$ cat src/rtl/tdmPortPkg.sv
package tdmPortPkg;

  localparam int SLOT_BITS = 8;
  localparam int NUM_SLOTS = 4;

  typedef struct packed {
    logic       loadTx;      // capture transmit bytes this edge
    logic       sampleEn;    // capture serIn this edge
    logic [1:0] sampleSlot;
    logic [2:0] sampleBit;   // bit position within the channel time
    logic       driveEn;     // serOut carries data in the next cycle
    logic [1:0] driveSlot;
    logic [2:0] driveBit;
    logic       publish;     // move collected bytes to the outputs
  } tdmStrobes_t;

  // Map the k-th bit on the wire to a byte bit index.
  // Channel times 0 and 1 go LSB first, channel times 2 and 3 go MSB first.
  function automatic logic [2:0] wireOrder(input logic [1:0] slot, input logic [2:0] k);
    return slot[1] ? ~k : k;
  endfunction

endpackage

$ cat src/rtl/tdmPortCtrl.sv
module tdmPortCtrl
  import tdmPortPkg::*;
#(
  parameter int CLKS_PER_BIT = 2
) (
  input  logic        clk,
  input  logic        rstN,
  input  logic        framePulse,
  input  logic        rateSel,
  output tdmStrobes_t stb
);

  localparam int PH_W  = $clog2(CLKS_PER_BIT);
  localparam int USED  = NUM_SLOTS * SLOT_BITS * CLKS_PER_BIT;
  localparam int CNT_W = $clog2(USED + 1);

  logic [CNT_W-1:0] posCnt;
  logic [CNT_W-1:0] nextPos;
  logic             active;
  logic             rateHold;
  logic             nextInRange;
  logic             phaseLast;
  logic [1:0]       curSlot;
  logic [1:0]       nxtSlot;

  always_ff @(posedge clk) begin
    if (!rstN) begin
      posCnt   <= '0;
      active   <= 1'b0;
      rateHold <= 1'b0;
    end else if (framePulse) begin
      posCnt   <= '0;
      active   <= 1'b1;
      rateHold <= rateSel;
    end else if (active) begin
      if (posCnt == CNT_W'(USED)) active <= 1'b0;
      else                        posCnt <= posCnt + 1'b1;
    end
  end

  always_comb begin
    nextPos     = framePulse ? '0 : posCnt + 1'b1;
    nextInRange = framePulse || (active && posCnt < CNT_W'(USED - 1));
    phaseLast   = &posCnt[PH_W-1:0];
    curSlot     = posCnt[PH_W+4:PH_W+3];
    nxtSlot     = nextPos[PH_W+4:PH_W+3];

    stb            = '0;
    stb.loadTx     = framePulse;
    stb.sampleSlot = curSlot;
    stb.sampleBit  = posCnt[PH_W+2:PH_W];
    stb.sampleEn   = active && (posCnt < CNT_W'(USED)) && phaseLast &&
                     (curSlot != 2'd3 || rateHold);
    stb.driveSlot  = nxtSlot;
    stb.driveBit   = nextPos[PH_W+2:PH_W];
    stb.driveEn    = nextInRange && (nxtSlot != 2'd3 || rateHold);
    stb.publish    = active && (posCnt == CNT_W'(USED)) && !framePulse;
  end

  assert_frame_restart_R2: assert property (@(posedge clk) disable iff (!rstN)
    framePulse |=> (active && posCnt == '0));

  assert_valid_single_R8: assert property (@(posedge clk) disable iff (!rstN)
    stb.publish |=> !stb.publish);

  assert_b2_rate_gate_R6: assert property (@(posedge clk) disable iff (!rstN)
    (stb.sampleEn && stb.sampleSlot == 2'd3) |-> rateHold);

endmodule

$ cat src/rtl/tdmPortData.sv
module tdmPortData
  import tdmPortPkg::*;
(
  input  logic        clk,
  input  logic        rstN,
  input  tdmStrobes_t stb,
  input  logic [7:0]  txSig,
  input  logic [7:0]  txCtl,
  input  logic [7:0]  txBr1,
  input  logic [7:0]  txBr2,
  input  logic        serIn,
  output logic        serOut,
  output logic [7:0]  rxSig,
  output logic [7:0]  rxCtl,
  output logic [7:0]  rxBr1,
  output logic [7:0]  rxBr2,
  output logic        rxValid
);

  logic [NUM_SLOTS-1:0][SLOT_BITS-1:0] txHold;
  logic [NUM_SLOTS-1:0][SLOT_BITS-1:0] txLive;
  logic [NUM_SLOTS-1:0][SLOT_BITS-1:0] rxWork;
  logic [NUM_SLOTS-1:0][SLOT_BITS-1:0] txSrc;
  logic                                driveBitVal;

  always_comb begin
    txLive      = {txBr2, txBr1, txCtl, txSig};
    txSrc       = stb.loadTx ? txLive : txHold;
    driveBitVal = txSrc[stb.driveSlot][wireOrder(stb.driveSlot, stb.driveBit)];
  end

  always_ff @(posedge clk) begin
    if (!rstN) begin
      txHold  <= '0;
      rxWork  <= '0;
      serOut  <= 1'b1;
      rxSig   <= '0;
      rxCtl   <= '0;
      rxBr1   <= '0;
      rxBr2   <= '0;
      rxValid <= 1'b0;
    end else begin
      if (stb.loadTx) begin
        txHold <= txLive;
        rxWork <= '0;
      end else if (stb.sampleEn) begin
        rxWork[stb.sampleSlot][wireOrder(stb.sampleSlot, stb.sampleBit)] <= serIn;
      end
      serOut  <= stb.driveEn ? driveBitVal : 1'b1;
      rxValid <= stb.publish;
      if (stb.publish) begin
        rxSig <= rxWork[0];
        rxCtl <= rxWork[1];
        rxBr1 <= rxWork[2];
        rxBr2 <= rxWork[3];
      end
    end
  end

  assert_idle_high_R7: assert property (@(posedge clk) disable iff (!rstN)
    !stb.driveEn |=> serOut);

  assert_tx_frozen_R9: assert property (@(posedge clk) disable iff (!rstN)
    !stb.loadTx |=> $stable(txHold));

  assert_rx_hold_R10: assert property (@(posedge clk) disable iff (!rstN)
    !stb.publish |=> ($stable(rxSig) && $stable(rxBr2) && !rxValid));

endmodule

$ cat src/rtl/tdmChannelPort.sv
module tdmChannelPort
  import tdmPortPkg::*;
#(
  parameter int CLKS_PER_BIT = 2
) (
  input  logic       clk,
  input  logic       rstN,
  input  logic       framePulse,
  input  logic       rateSel,
  input  logic [7:0] txSig,
  input  logic [7:0] txCtl,
  input  logic [7:0] txBr1,
  input  logic [7:0] txBr2,
  input  logic       serIn,
  output logic       serOut,
  output logic [7:0] rxSig,
  output logic [7:0] rxCtl,
  output logic [7:0] rxBr1,
  output logic [7:0] rxBr2,
  output logic       rxValid
);

  tdmStrobes_t stb;

  tdmPortCtrl #(.CLKS_PER_BIT(CLKS_PER_BIT)) u_ctrl (
    .clk        (clk),
    .rstN       (rstN),
    .framePulse (framePulse),
    .rateSel    (rateSel),
    .stb        (stb)
  );

  tdmPortData u_data (
    .clk     (clk),
    .rstN    (rstN),
    .stb     (stb),
    .txSig   (txSig),
    .txCtl   (txCtl),
    .txBr1   (txBr1),
    .txBr2   (txBr2),
    .serIn   (serIn),
    .serOut  (serOut),
    .rxSig   (rxSig),
    .rxCtl   (rxCtl),
    .rxBr1   (rxBr1),
    .rxBr2   (rxBr2),
    .rxValid (rxValid)
  );

endmodule

$ cat config.mk
export PLATFORM = sky130hd
export DESIGN_NAME = tdmChannelPort
export DESIGN_NICKNAME = d
export VERILOG_FILES = /design/src/rtl/tdmPortPkg.sv /design/src/rtl/tdmPortCtrl.sv /design/src/rtl/tdmPortData.sv /design/src/rtl/tdmChannelPort.sv
export SDC_FILE = /design/constraint.sdc
export NUM_CORES = 1
export LEC_CHECK = 0
export BUFFER_PORTS_ARGS = -buffer_cell sky130_fd_sc_hd__buf_2
export CAP_MARGIN = 20
export CORE_MARGIN = 10
export CORE_UTILIZATION = 61
export CTS_CLUSTER_SIZE = 28
export DETAILED_ROUTE_END_ITERATION = 10
export PLACE_DENSITY = 0.84
export SLEW_MARGIN = 20
export SYNTH_ARGS = -nofsm -noshare
export SYNTH_HDL_FRONTEND = slang
export SYNTH_SLANG_ARGS = --single-unit
$ cat constraint.sdc
create_clock -name clk -period 5.5 [get_ports clk]
set_input_delay 0.55 -clock clk [delete_from_list [all_inputs] [get_ports clk]]
set_output_delay 0.55 -clock clk [all_outputs]
set_load 0.01 [all_outputs]
# Yosys cells after proc, flatten, opt, wreduce, memory -nomap -nowiden
# Cells that the tools add are included.
dict set report totals {
  register_bits 107
  in_bits 37
  out_inout_bits 34
  wordCells 65
}
dict set report op_classes {
  n_addsub 1
  n_lt_le_gt_ge 8
  n_eq_ne 3
  mux 16
  bitwise_logic 4
  n_reduce_logical 16
}
# op count
set op_table {}
lappend op_table {{$bwmux 32} 1}
lappend op_table {{$mux 32} 1}
lappend op_table {{$bmux 8 s2} 1}
lappend op_table {{$demux 8 s2} 1}
lappend op_table {{$mux 8} 2}
lappend op_table {{$logic_and 1x1->1} 9}
lappend op_table {{$lt 3x4->1 const B} 2}
lappend op_table {{$add 7x1->7 const B} 1}
lappend op_table {{$eq 7x7->1 const B} 1}
lappend op_table {{$lt 7x6->1 const B} 1}
lappend op_table {{$lt 7x7->1 const B} 1}
lappend op_table {{$lt 2x3->1 const B} 2}
lappend op_table {{$mux 3} 2}
lappend op_table {{$mux 6} 1}
lappend op_table {{$not 3->3} 2}
lappend op_table {{$mux 1} 5}
lappend op_table {{$ne 2x2->1 const B} 2}
lappend op_table {{$reduce_and 2->1} 2}
lappend op_table {{$bmux 1 s3} 1}
lappend op_table {{$demux 1 s3} 1}
lappend op_table {{$ge 3x1->1 const B} 1}
lappend op_table {{$logic_or 1x1->1} 3}
lappend op_table {{$ge 2x1->1 const B} 1}
lappend op_table {{$not 1->1} 2}
lappend op_table {{2 further kinds} 2}

# Logic depth before layout (Yosys ltp)
dict set report logic_depth {
  ltp_word 9
  depth_mapped 10
}

# By module
# A second synthesis with hierarchy kept.
dict set report hier_totals {
  hier_cells 529
  hier_area_um2 5151.2
}
# module n_inst cells_per_inst area_per_inst_um2 seq_area_each_um2
set by_module_without_submodules {}
lappend by_module_without_submodules {tdmPortData 1 450 4514.3 1961.9}
lappend by_module_without_submodules {tdmPortCtrl 1 79 636.9 180.2}

# Worst setup path after synthesis
# OpenSTA, ideal clock, no wires.
dict set report synth_timing {
  path_type {register -> register}
  start {reg u_ctrl.posCnt[0]}
  end {reg u_data.serOut}
  t_arrival_ns 2.010
  t_required_ns 5.364
  setup_slack_ns 3.354
  stages_incl_launch_ff 8
  period_less_slack_ns 2.146
  cell_sequence {dfxtp_1 -> ha_1 -> and3_4 -> xnor2_4 -> nor2_4 -> mux4_1 -> a211oi_1 -> o311ai_2}
}
dict set report synth_between {
  elab_chain_cells 6
}
# item line_no
set synth_lines {}
lappend synth_lines {{start, declared} tdmPortCtrl.sv:17} ;# logic [CNT_W-1:0] posCnt;
lappend synth_lines {{start signal, assigned} tdmPortCtrl.sv:37} ;# else posCnt <= posCnt + 1'b1;
lappend synth_lines {{$add 7x1->7} -}
lappend synth_lines {{$mux 6} tdmPortCtrl.sv:42} ;# nextPos = framePulse ? '0 : posCnt + 1'b1;
lappend synth_lines {{$bmux 8 s2, or another cell as far along} tdmPortData.sv:29} ;# driveBitVal = txSrc[stb.driveSlot][wireOrder(stb.driveSlot, stb.driveBit)];
lappend synth_lines {{$mux 8 (not written as such), or another cell as far along} tdmPortData.sv:29}
lappend synth_lines {{$bmux 1 s3 or $logic_and 1x1->1 (tied branches)} {tdmPortData.sv:29, tdmPortCtrl.sv:56}}
lappend synth_lines {{$mux 1 (not written as such) or $reduce_and 2->1 (tied branches)} -}
lappend synth_lines {{end signal, assigned} tdmPortData.sv:49} ;# serOut <= stb.driveEn ? driveBitVal : 1'b1;
lappend synth_lines {{end, declared} tdmPortData.sv:12} ;# output logic serOut,
# Several ways; a longest one is shown, not always the timed one. The select of a mux whose other input is x is not followed.
# A chain may end at the register's enable or synchronous reset.

# Final worst setup path
dict set report layout_timing {
  start {reg u_ctrl.posCnt[1]}
  end {reg u_data.serOut}
}
# Same word-level chain as after synthesis.

==> qor.txt <==
status = finished clean
Non-Filler Instances = 716
Layout Skew = 0.01179 ns
GR Overflow Total = 0
DRT Pass-1 Iters = 4
syn_nets = 603
setup violators final = 0
Arr. time, crit path = 2.90 ns
critical path startpoint category = register
asr flop ratio synth = 0
Tot GR Track Use = 0.1785
number of max-cap violations = 0
CTS tree = built
pin count of the biggest net entering global routing = 70
Final Critical Period = 2.659 ns
Worst Hold Launch = txBr2[0]
Post-Synth Simple-Gate Area = 0.2388
worst-margin pin slew = 0.8718 ns
clk_lat worst skew = 0.37 ns
Synth Cell Area = 4867 um2
Max Clk Rate = 376.1 MHz
mux share of post-synthesis cell area = 0.1028
Worst Path Class, Setup = register to register
Critical R2R Capture = u_data.serOut$_SDFF_PN1_
Die Span X = 109.3 um
ant diodes = 0
initial antenna violation count = 0
Worst Hold End = u_data.txHold[24]$_SDFF_PN0_
CP required = 5.74 ns
htree depth = 3
vias in the first global route = 3815
Yosys warning count = 0
top-level I/O count = 71
Leak = 0.002039 uW
die span in y = 109.3 um
hpwl dp = 7548 um
Post-Synth Adder-Cell Area = 0.005141
top_reg_cell synth = dfxtp_1
global-route wire length before repair = 17690 um
Cells after Synth = 564
DP Cell Count = 700
Via Count = 4040
hold depth = 3
largest family of logic cells by synthesized area = simple AND/OR/NAND/NOR gates
Core Region = 7727 um2
cell area after placement = 5195 um2
final cycle utilization of the critical path = 0.4834
initial DRC count = 207
Clock Sinks = 107
P&R area growth vs syn = 11.54%
clk slew on worst S/H paths = 0.10 ns
nets@finish = 648
number of library cell types mapped by synthesis = 53
Avg Cell Area, Syn = 8.630 um2
Max Slew Vio Count = 0
Slew headroom = 0.4188
R2R depth = 7
top cells by area, synth = dfxtp_1 (44%), mux2i_1 (9.0%), nand2_1 (8.9%)
die footprint = 11950 um2
Synth top area share = 0.4401
peak supply drop = 198.2 uV
DR WL/cell = 14.92 um
CP Max Fanout = 14
number of hold buffers added after cts = 0
final-report hold violation count = 0
EDFF count, synth = 0
post-synthesis compound-gate area fraction = 0.1530
Routed WL = 10680 um
crit path from = u_ctrl.posCnt[1]$_SDFFE_PP0P_
setup slack, reg-to-reg = 2.84 ns
num rows = 32
Initial Utilization = 0.6299
Final Cell Area = 5429 um2
Synth Register Bits = 107
PortBufs = 70
TritonCTS buffer count = 9
setup TNS = 0 ns
Worst R2R Start = u_ctrl.posCnt[1]$_SDFFE_PP0P_
Post-Place Setup Slack = 2.922 ns
Crit. End Element = register
Final GP Congestion = 0.8830
layout cells sized above 1 = 0.1759
antenna-violating nets left = 0
Yosys top cell by area = dfxtp_1
# DRC = 0
Via density = 5.642
final worst setup slack = 2.841 ns
# Post-CTS Setup Buffers = 0
Longest Clk Path Bufs = 2
Hold Crit Class = input port to register
CTS Root Cell = clkbuf_8
register area share after synthesis = 0.4401
fraction of synthesized cell area in xor and xnor cells = 0.02005
PwrDens = 264.6 nW/um2
# resized after CTS = 0
RSZ-0062 raised after global routing = no
==> metrics by stage <==
stage / util / hold WS, ns / total power, uW
floorplan: - / 0.4273 / 878.3
global placement: 0.6723 / 0.4397 / 902.9
detailed placement: 0.6723 / 0.4416 / 906.1
CTS: 0.7026 / 0.4344 / 1444
global route: 0.7026 / 0.4442 / 1484
finish: 0.7026 / 0.4399 / 1437
==> power breakdown <==
part / leakage, uW / switching [uW] / internal, uW
clock network: 0.000115 / 273 / 275
registers: 0.000869 / 11.7 / 790
logic: 0.00105 / 45.2 / 41.8
==> how the worst max path moves through the flow <==
stage,cells after the start,to
after floorplan,7,u_data.serOut$_SDFF_PN1_
after global routing,7,u_data.serOut$_SDFF_PN1_
after CTS,7,u_data.serOut$_SDFF_PN1_
after global placement,8,u_data.serOut$_SDFF_PN1_
after detailed placement,7,u_data.serOut$_SDFF_PN1_
final,7,u_data.serOut$_SDFF_PN1_
==> cell usage after synthesis (all sizes together), types with 2 or more instances <==
master and number:
and3 5, ha 2, nand4 8, xnor2 4, nand3 20, o22ai 8, nor2b 39, mux2i 44
or3 2, dfxtp 107, a22oi 8, o21ai 23, a21boi 32, buf 15, o21a 3, clkbuf 25
nor3 2, xor2 5, nand2b 5, nand2 116, a21oi 34, inv 4, mux4 2, or2 2
nor2 28, nand3b 2, a211oi 2, o211ai 2, and2 4
==> critical path, cell delays in order (launching register included) <==
cell      delay, ns
dfxtp_1        0.55
ha_1           0.28
and3_4         0.25
xnor2_4        0.17
nor2_4         0.22
mux4_1         0.60
a211oi_1       0.34
o311ai_2       0.12
==> placed cells by master (no fill, tap or decap), types with 2 or more instances in the layout <==
cell,n
nor2_1,27
ha_1,2
o21a_1,3
nand3b_1,2
and2_1,3
xor2_1,5
nor2b_1,39
clkbuf_8,10
bufinv_16,2
o21ai_0,22
a22oi_1,8
mux2i_1,44
dfxtp_1,107
buf_2,70
buf_4,4
and3_1,3
o211ai_1,2
nand3_1,19
nand2_1,115
o22ai_1,8
nor3_2,2
a211oi_1,2
a21oi_1,34
nand4_1,8
or2_2,2
nand2b_1,5
xnor2_1,3
inv_1,4
a21boi_1,13
a21boi_0,19
==> registers in the layout, indices dropped and copies added (netlist names) <==
register / count
u_ctrl.posCnt: 7
u_data.rxCtl: 8
u_data.rxSig: 8
u_ctrl.active: 1
u_data.txHold: 32
u_data.serOut: 1
u_data.rxBr1: 8
u_data.rxWork: 32
u_data.rxBr2: 8
u_data.rxValid: 1
u_ctrl.rateHold: 1
==> layer usage <==
metal	GRT usage	vias up	wire, um
met4	0.06413	0	122
met3	0.04330	16	775
met5	0	-	0
li1	-	2014	-
met2	0.2990	121	5187
met1	0.2185	1889	4597
==> logic make-up after synthesis <==
logic type | after synthesis
buf+inv | 44
compound gates | 117
xor+xnor | 9
simple gates | 238
fa+ha+maj | 2
mux | 47
flops | 107
==> area by class of cell <==
class / instances / area (um2)
repair buffers: 74 / 380.4
multi-input cells: 413 / 2530
fillers: 602 / 2298
flip-flops and latches: 107 / 2142
well taps: 102 / 127.6
inverters: 4 / 15.01
clock buffers: 10 / 137.6
clock inverters: 6 / 96.34
No activity file was read; power rests on OpenSTA's default activity.
